$ cat config.mk
export PLATFORM = sky130hd
export DESIGN_NAME = motion_safety_ctrl
export DESIGN_NICKNAME = d
export VERILOG_FILES = /design/src/rtl/msc_pkg.sv /design/src/rtl/msc_watchdog.sv /design/src/rtl/msc_seq.sv /design/src/rtl/msc_stop.sv /design/src/rtl/motion_safety_ctrl.sv
export SDC_FILE = /design/constraint.sdc
export NUM_CORES = 1
export LEC_CHECK = 0
export ABC_AREA = 1
export BUFFER_PORTS_ARGS = -buffer_cell sky130_fd_sc_hd__buf_2
export CORE_UTILIZATION = 60
export DETAILED_ROUTE_END_ITERATION = 10
export GPL_ROUTABILITY_DRIVEN = 0
export GPL_TIMING_DRIVEN = 0
export MAX_ROUTING_LAYER = met4
export PLACE_DENSITY = 0.86
export SYNTH_ARGS = -nofsm -noshare
export SYNTH_HDL_FRONTEND = slang
export SYNTH_HIERARCHICAL = 1
export SYNTH_SLANG_ARGS = --single-unit
$ cat constraint.sdc
create_clock -name clk -period 4.7 [get_ports clk]
set_input_delay 1.175 -clock clk [delete_from_list [all_inputs] [get_ports clk]]
set_output_delay 1.175 -clock clk [all_outputs]
set_load 0.02 [all_outputs]
$ cat src/rtl/msc_pkg.sv
package msc_pkg;

  typedef enum logic [2:0] {
    ST_IDLE   = 3'd0,
    ST_INIT   = 3'd1,
    ST_RESET  = 3'd2,
    ST_ACTIVE = 3'd3,
    ST_BITTEN = 3'd4
  } sess_t;

  // Timeout in cycles: the programmed limit, or the default when it is zero.
  function automatic logic [31:0] pick_limit(input logic [31:0] lim, input logic [31:0] dflt);
    return (lim == 32'd0) ? dflt : lim;
  endfunction

  // True when the cycle holding this count is the last one before expiry.
  function automatic logic wd_due(input logic [31:0] cnt, input logic [31:0] lim);
    return (cnt + 32'd1) >= lim;
  endfunction

  // Step generators run in operation, or while a soft stop is in progress.
  function automatic logic step_gate(input sess_t st, input logic soft_busy);
    return (st == ST_ACTIVE) || soft_busy;
  endfunction

endpackage

$ cat src/rtl/msc_watchdog.sv
module msc_watchdog
  import msc_pkg::*;
#(
  parameter int TMR_W = 17
) (
  input  logic             clk,
  input  logic             rst,
  input  logic             run,
  input  logic             feed,
  input  logic [TMR_W-1:0] limit,
  output logic             expire,
  output logic [TMR_W-1:0] count
);

  logic [TMR_W-1:0] cnt_q;

  always_ff @(posedge clk) begin
    if (rst || !run || feed) cnt_q <= '0;
    else                     cnt_q <= cnt_q + 1'b1;
  end

  assign count  = cnt_q;
  assign expire = run && !feed && wd_due(32'(cnt_q), 32'(limit));

endmodule

$ cat src/rtl/msc_seq.sv
module msc_seq
  import msc_pkg::*;
(
  input  logic  clk,
  input  logic  rst,
  input  logic  cmd_header,
  input  logic  cmd_reset,
  input  logic  cmd_pet,
  input  logic  clr_ack,
  input  logic  wd_expire,
  output sess_t state,
  output logic  cnt_clear,
  output logic  reset_acc,
  output logic  enter_active,
  output logic  pet_acc
);

  sess_t st_q, st_d;
  logic  ack_seen_q;
  logic  clear_q;
  logic  hdr_acc;

  assign hdr_acc      = cmd_header && (st_q == ST_IDLE);
  assign reset_acc    = cmd_reset && ((st_q == ST_INIT) || (st_q == ST_RESET) || (st_q == ST_BITTEN));
  assign enter_active = cmd_pet && (st_q == ST_RESET) && ack_seen_q && !reset_acc;
  assign pet_acc      = cmd_pet && (st_q == ST_ACTIVE);

  always_comb begin
    st_d = st_q;
    unique case (st_q)
      ST_IDLE:   if (hdr_acc) st_d = ST_INIT;
      ST_INIT:   if (reset_acc) st_d = ST_RESET;
      ST_RESET:  if (enter_active) st_d = ST_ACTIVE;
      ST_ACTIVE: if (wd_expire) st_d = ST_BITTEN;
      ST_BITTEN: if (reset_acc) st_d = ST_RESET;
      default:   st_d = ST_IDLE;
    endcase
  end

  always_ff @(posedge clk) begin
    if (rst) begin
      st_q       <= ST_IDLE;
      clear_q    <= 1'b0;
      ack_seen_q <= 1'b0;
    end else begin
      st_q    <= st_d;
      clear_q <= reset_acc;
      if (reset_acc)                         ack_seen_q <= 1'b0;
      else if (clr_ack && st_q == ST_RESET)  ack_seen_q <= 1'b1;
      else if (st_q != ST_RESET)             ack_seen_q <= 1'b0;
    end
  end

  assign state     = st_q;
  assign cnt_clear = clear_q;

  AST_CLEAR_IN_RESET: assert property (@(posedge clk) disable iff (rst)
    cnt_clear |-> (state == ST_RESET));
  AST_CLEAR_ONE_CYCLE: assert property (@(posedge clk) disable iff (rst)
    (cnt_clear && !cmd_reset) |=> !cnt_clear);
  AST_NO_SKIP_ACTIVE: assert property (@(posedge clk) disable iff (rst)
    ((state != ST_ACTIVE) && (state != ST_RESET)) |=> (state != ST_ACTIVE));
  AST_ACK_BEFORE_ACTIVE: assert property (@(posedge clk) disable iff (rst)
    ((state == ST_RESET) && !ack_seen_q) |=> (state != ST_ACTIVE));
  AST_BITTEN_EXIT: assert property (@(posedge clk) disable iff (rst)
    (state == ST_BITTEN) |=> ((state == ST_BITTEN) || (state == ST_RESET)));

endmodule

$ cat src/rtl/msc_stop.sv
module msc_stop
  import msc_pkg::*;
(
  input  logic  clk,
  input  logic  rst,
  input  sess_t state,
  input  logic  wd_expire,
  input  logic  soft_mode,
  input  logic  stop_done,
  input  logic  reset_acc,
  output logic  out_enable,
  output logic  step_enable,
  output logic  soft_stop,
  output logic  hard_stop
);

  logic soft_pend_q;

  always_ff @(posedge clk) begin
    if (rst)                         soft_pend_q <= 1'b0;
    else if (wd_expire && soft_mode) soft_pend_q <= 1'b1;
    else if (stop_done || reset_acc) soft_pend_q <= 1'b0;
  end

  assign out_enable  = (state == ST_ACTIVE);
  assign step_enable = step_gate(state, soft_pend_q);
  assign soft_stop   = soft_pend_q;
  assign hard_stop   = !step_enable;

  AST_HARD_IMMEDIATE: assert property (@(posedge clk) disable iff (rst)
    (wd_expire && !soft_mode) |=> (!step_enable && hard_stop));
  AST_SOFT_HOLD: assert property (@(posedge clk) disable iff (rst)
    (soft_stop && !stop_done && !reset_acc) |=> (soft_stop && step_enable));
  AST_SOFT_RELEASE: assert property (@(posedge clk) disable iff (rst)
    (soft_stop && stop_done && !wd_expire) |=> !step_enable);
  AST_SOFT_CANCEL: assert property (@(posedge clk) disable iff (rst)
    (soft_stop && reset_acc) |=> (!soft_stop && hard_stop));
  AST_SAFE_OUTSIDE: assert property (@(posedge clk) disable iff (rst)
    (state != ST_ACTIVE) |-> !out_enable);

endmodule

$ cat src/rtl/motion_safety_ctrl.sv
module motion_safety_ctrl
  import msc_pkg::*;
#(
  parameter int TMR_W      = 17,
  parameter int CLK_HZ     = 50_000_000,
  parameter int TIMEOUT_US = 1500
) (
  input  logic             clk,
  input  logic             rst,
  input  logic             cmd_header,
  input  logic             cmd_reset,
  input  logic             cmd_pet,
  input  logic             clr_ack,
  input  logic             soft_mode,
  input  logic             stop_done,
  input  logic [TMR_W-1:0] wd_limit,
  output logic [2:0]       state_code,
  output logic             out_enable,
  output logic             step_enable,
  output logic             cnt_clear,
  output logic             hard_stop,
  output logic             soft_stop
);

  localparam int WD_DEFAULT = (CLK_HZ / 1_000_000) * TIMEOUT_US;

  sess_t            state;
  logic             reset_acc;
  logic             enter_active;
  logic             pet_acc;
  logic             wd_expire;
  logic [TMR_W-1:0] wd_count;
  logic [TMR_W-1:0] eff_limit;

  assign eff_limit = TMR_W'(pick_limit(32'(wd_limit), 32'(WD_DEFAULT)));

  msc_seq u_seq (
    .clk          (clk),
    .rst          (rst),
    .cmd_header   (cmd_header),
    .cmd_reset    (cmd_reset),
    .cmd_pet      (cmd_pet),
    .clr_ack      (clr_ack),
    .wd_expire    (wd_expire),
    .state        (state),
    .cnt_clear    (cnt_clear),
    .reset_acc    (reset_acc),
    .enter_active (enter_active),
    .pet_acc      (pet_acc)
  );

  msc_watchdog #(.TMR_W(TMR_W)) u_wd (
    .clk    (clk),
    .rst    (rst),
    .run    (state == ST_ACTIVE),
    .feed   (pet_acc),
    .limit  (eff_limit),
    .expire (wd_expire),
    .count  (wd_count)
  );

  msc_stop u_stop (
    .clk         (clk),
    .rst         (rst),
    .state       (state),
    .wd_expire   (wd_expire),
    .soft_mode   (soft_mode),
    .stop_done   (stop_done),
    .reset_acc   (reset_acc),
    .out_enable  (out_enable),
    .step_enable (step_enable),
    .soft_stop   (soft_stop),
    .hard_stop   (hard_stop)
  );

  assign state_code = state;

  AST_EXPIRE_BITES: assert property (@(posedge clk) disable iff (rst)
    wd_expire |=> (state_code == 3'd4));
  AST_ENTRY_FRESH: assert property (@(posedge clk) disable iff (rst)
    enter_active |=> (wd_count == '0));
  AST_RST_TO_IDLE: assert property (@(posedge clk)
    rst |=> (state_code == 3'd0));

endmodule

### Word level (Yosys, flattened, before mapping)

Cells that the tools add are included.

| storage, ports and cells | value |
|---|---|
| bits in registers | 23 |
| latch bits | 0 |
| output and inout port bits | 8 |
| memories | 0 |
| RAM bits | 0 |
| input bits | 25 |
| word-level logic and storage cells | 54 |
| bits in read-only memories | 0 |

| operators by class | value |
|---|---|
| reduce and logical (&&, ||, !) cells | 27 |
| bitwise logic cells | 0 |
| mux-type cells | 10 |
| $add $sub $neg | 2 |
| $lt $le $gt $ge | 1 |
| shift-type cells | 0 |
| multipliers | 0 |
| equality and inequality tests | 9 |
| div/mod/pow operators | 0 |

Operators with widths:

| kind | number |
|---|---|
| $ge 32x17->1 | 1 |
| $add 17x1->18 const B | 1 |
| $add 17x1->17 const B | 1 |
| $logic_not 17->1 | 1 |
| $mux 17 | 1 |
| $mux 3 | 4 |
| $pmux 3 s4 | 1 |
| $logic_and 1x1->1 | 10 |
| $eq 3x2->1 const B | 2 |
| $logic_or 1x1->1 | 6 |
| $ne 2x1->1 const B | 3 |
| $logic_not 1->1 | 4 |
| $mux 1 | 4 |
| $reduce_and 4->1 | 1 |
| $reduce_bool 2->1 | 2 |
| $reduce_or 2->1 | 2 |
| $eq 3x1->1 const B | 1 |
| $eq 3x3->1 const B | 1 |
| $logic_not 3->1 | 1 |
| $ne 3x2->1 const B | 1 |
| $ne 2x2->1 const B | 1 |

### Depth between registers and ports, before layout

| logic depth | value |
|---|---|
| depth in word-level cells | 8 |
| mapped depth | 26 |
| gate-level depth less buffers | 26 |

### Modules after synthesis

Netlist, hierarchy kept.

By module, submodules not included:

| module | area an instance (sq um) | seq. area each (sq um) | times used | cells an instance |
|---|---|---|---|---|
| msc_watchdog | 1,328.8 | 340.3 | 1 | 193 |
| msc_seq | 312.8 | 100.1 | 1 | 54 |
| motion_safety_ctrl | 180.2 | 0.0 | 1 | 43 |
| msc_stop | 68.8 | 20.0 | 1 | 11 |

### Worst setup path after synthesis

Ideal clock, no wire load.

| timing | value |
|---|---|
| path kind | input to register |
| start | input port wd_limit[0] |
| end | register u_seq.st_q[1] (netlist: u_seq/state[1]) |
| library setup time | 0.064 ns |
| setup slack | 1.480 ns |
| stages on the path | 20 |
| data arrival time | 3.156 ns |
| data required time | 4.636 ns |
| cell sequence | nor2_1 -> nand2_1 -> nor2_2 -> nand3_4 -> nand2_1 -> inv_1 -> ha_1 -> nand2_1 -> nor2_1 -> nand2_1 -> o31a_1 -> nand2_1 -> nand2_1 -> a21oi_1 -> nor3_1 -> nor2_2 -> nand3_2 -> inv_2 -> nor2_1 -> nor2_1 |

| on the way | value |
|---|---|
| word-level cells in the longest chain between the ends | 6 |

RTL lines:

| what | RTL line | text |
|---|---|---|
| start, declared | motion_safety_ctrl.sv:16 | `input logic [TMR_W-1:0] wd_limit,` |
| $logic_not 17->1 | msc_pkg.sv:13 | `return (lim == 32'd0) ? dflt : lim;` |
| $mux 17 | msc_pkg.sv:13 |  |
| via eff_limit[5] | motion_safety_ctrl.sv:33 | `logic [TMR_W-1:0] eff_limit;` |
| $ge 32x17->1 | msc_pkg.sv:18 | `return (cnt + 32'd1) >= lim;` |
| $logic_and 1x1->1 | msc_watchdog.sv:23 | `assign expire = run && !feed && wd_due(32'(cnt_q), 32'(limit));` |
| via wd_expire | motion_safety_ctrl.sv:31 | `logic wd_expire;` |
| $ne 2x1->1 (no source line) | -- |  |
| $reduce_and 4->1 (no source line) | -- |  |
| end signal, assigned | msc_seq.sv:46 | `st_q <= st_d;` |
| end, declared | msc_seq.sv:18 | `sess_t st_q, st_d;` |

The timed path passes the listed nets, and every way through them passes these cells.
A chain may end at the register's enable or synchronous reset.

### Worst setup path in the final report

| timing | value |
|---|---|
| start | input port wd_limit[3] |
| end | register u_seq.st_q[1] (netlist: u_seq/state[1]) |

Same word-level chain as after synthesis.

==> impl_metrics.env <==
export IMPL_firstDrtPassIters=4
export IMPL_required_ns=4.96
export IMPL_drtIter0Drc=51
export IMPL_num_antenna_cells=0
export IMPL_syn_area_um2=1890
export IMPL_worstPathMaxFanout=7
export IMPL_hold_path_cell_count=2
export IMPL_p_per_area_nw_per_um2=259
export IMPL_p_leak_nw=1.29
export IMPL_cts_buffer_depth=2
export IMPL_drv_slew=0
export IMPL_io_pins=33
export IMPL_fmax_mhz=292
export IMPL_setup_viol=0
export IMPL_cts_setup_buffers=0
export IMPL_clock_sinks=23
export IMPL_grt_pass1_vias=1655
export IMPL_synth_avg_cell_area_um2=6.29
export IMPL_status="completed"
export IMPL_die_w_um=58.1
export IMPL_grt_pass1_wl_mm=6.29
export IMPL_hold_viol_final=0
export IMPL_syn2layout_area_growth_pct=12.7
export IMPL_place_area_um2=2100
export IMPL_cts_hold_buf=0
export IMPL_start_util=0.656
export IMPL_num_rows=19
export IMPL_max_slew_margin=0.707
export IMPL_cap_violations=0
export IMPL_clk_pin_slew_ns=0.11
export IMPL_synthCells=300
export IMPL_ctsHtreeMaxLevel=1
export IMPL_r2r_end="u_seq/state[1]"
export IMPL_antenna_found_initial=0
export IMPL_cts_tree="built"
export IMPL_dp_hpwl_mm=2.97
export IMPL_worst_slew_pin_slew_ns=0.439
export IMPL_yosys_warnings=6
export IMPL_cts_resized=0
export IMPL_via_count=1785
export IMPL_syn_num_nets=343
export IMPL_gr_usage_all_layers=0.243
export IMPL_postRouteAntennaNets=0
export IMPL_cts_inserted_buffers=3
export IMPL_end_kind="flop"
export IMPL_avgViaCountPerCell=4.72
export IMPL_finalSetupTns_ns=0
export IMPL_grt_max_degree=13
export IMPL_ff2ff_setup_slack_ns=1.43
export IMPL_grt_setup_unrepaired="no"
export IMPL_grt_ovfl_total=0
export IMPL_die_area_um2=3370
export IMPL_die_h_um=58.1
export IMPL_nets=380
export IMPL_cp_data_arrival_time_ns=3.68
export IMPL_hp_class="reg -> reg"
export IMPL_drc_errors=0
export IMPL_drt_wl_total_mm=3.51
export IMPL_drive_above_1_share=0.176
export IMPL_nFillCells=265
export IMPL_final_area_um2=2130
export IMPL_worst_setup_path_type="in -> reg"
export IMPL_worstSkewPairLatency_ns=0.31
export IMPL_hold_end="u_stop/soft_stop"
export IMPL_r2r_start="u_wd/count[0]"
export IMPL_period_share=0.728
export IMPL_irDropWorstVdd_mv=0.284
export IMPL_fin_skew_ns=0.00154
export IMPL_power_uw=551
export IMPL_cp_start_kind="input pin"
export IMPL_fin_util=0.739
export IMPL_holdCritStartpoint="u_stop/soft_stop"
export IMPL_period_minus_slack_ns=3.42
export IMPL_wire_per_inst_um=9.29
export IMPL_cts_root_buffer="clkbuf_4"
export IMPL_port_buffers=32
export IMPL_coreArea_um2=2880
export IMPL_rr_worst_depth=21
==> worst max path at each step <==
stage          cells past startpoint              to  slack, ns        start
2_1_floorplan                     20  u_seq/state[1]       1.48  wd_limit[0]
3_3_place_gp                      21  u_seq/state[1]       1.05  wd_limit[3]
3_5_place_dp                      24  u_seq/state[1]       0.97  wd_limit[3]
4_1_cts                           24  u_seq/state[1]       1.31  wd_limit[3]
5_1_grt                           24  u_seq/state[2]       0.98  wd_limit[4]
6_report                          24  u_seq/state[1]       1.28  wd_limit[3]
==> routing by layer <==
metal	global-route usage	vias up	wire, um
met4	0.0306	0	12
met5	-	-	0
met2	0.435	29	1660
li1	-	971	-
met1	0.288	783	1700
met3	0.0469	2	139
==> sequential cells by signal (all words and copies together), names as in the netlist <==
register	flops
u_wd/count	17
u_seq/cnt_clear	1
u_seq/state	3
u_seq/ack_seen_q	1
u_stop/soft_stop	1
==> worst max-delay path, stage by stage <==
cell     delay (ns)
buf_2          0.11
nor2_1         0.14
nand2_1        0.08
nor2_2         0.15
nand3_4        0.13
nand2_1        0.08
inv_1          0.04
ha_1           0.28
nand2_1        0.07
nor2_1         0.18
nand3_1        0.10
nand3_1        0.09
nand2_1        0.05
nand2_1        0.06
nand2_1        0.06
nand2_1        0.07
nand2_1        0.05
a21oi_1        0.19
nor3_1         0.09
nor2_2         0.15
nand3_2        0.12
inv_2          0.07
nor2_1         0.03
nor2_1         0.10
==> area by class of cell <==
type | instances | area (um2) | area share
tap | 42 | 52.6 | 0.0247
timing repair buffer | 32 | 160 | 0.0753
sequential | 23 | 460 | 0.217
buffer | 11 | 41.3 | 0.0194
inverter | 74 | 279 | 0.131
clock buffer | 4 | 26.3 | 0.0124
multi-input combinational | 192 | 1110 | 0.520
==> layout by cell type (no fill, tap or decap), drive strengths merged, types with 7 or more instances in the layout <==
| cell | count |
|---|---|
| buf | 32 |
| clkbuf | 15 |
| nor2 | 51 |
| a21oi | 7 |
| nand3 | 18 |
| dfxtp | 23 |
| nand2 | 68 |
| inv | 73 |
| ha | 18 |
==> where the power goes <==
group	total, mW	internal (mW)	switching (mW)	leakage, nW
Combinational	0.223	0.0804	0.143	1.09
Clock	0.0893	0.0332	0.0561	0.0150
Sequential	0.239	0.210	0.0291	0.186
Total	0.551	0.323	0.228	1.29
==> stage by stage <==
step | setup WS (ns) | hold WS, ns | instances
after floorplan | 1.48 | 0.433 | 300
after detailed placement | 0.969 | 0.498 | 374
after global routing | 0.977 | 0.545 | 378
final | 1.28 | 0.514 | 378
after global placement | 1.05 | 0.460 | 374
after CTS | 1.31 | 0.519 | 378
(Power assumes the default switching activity.)
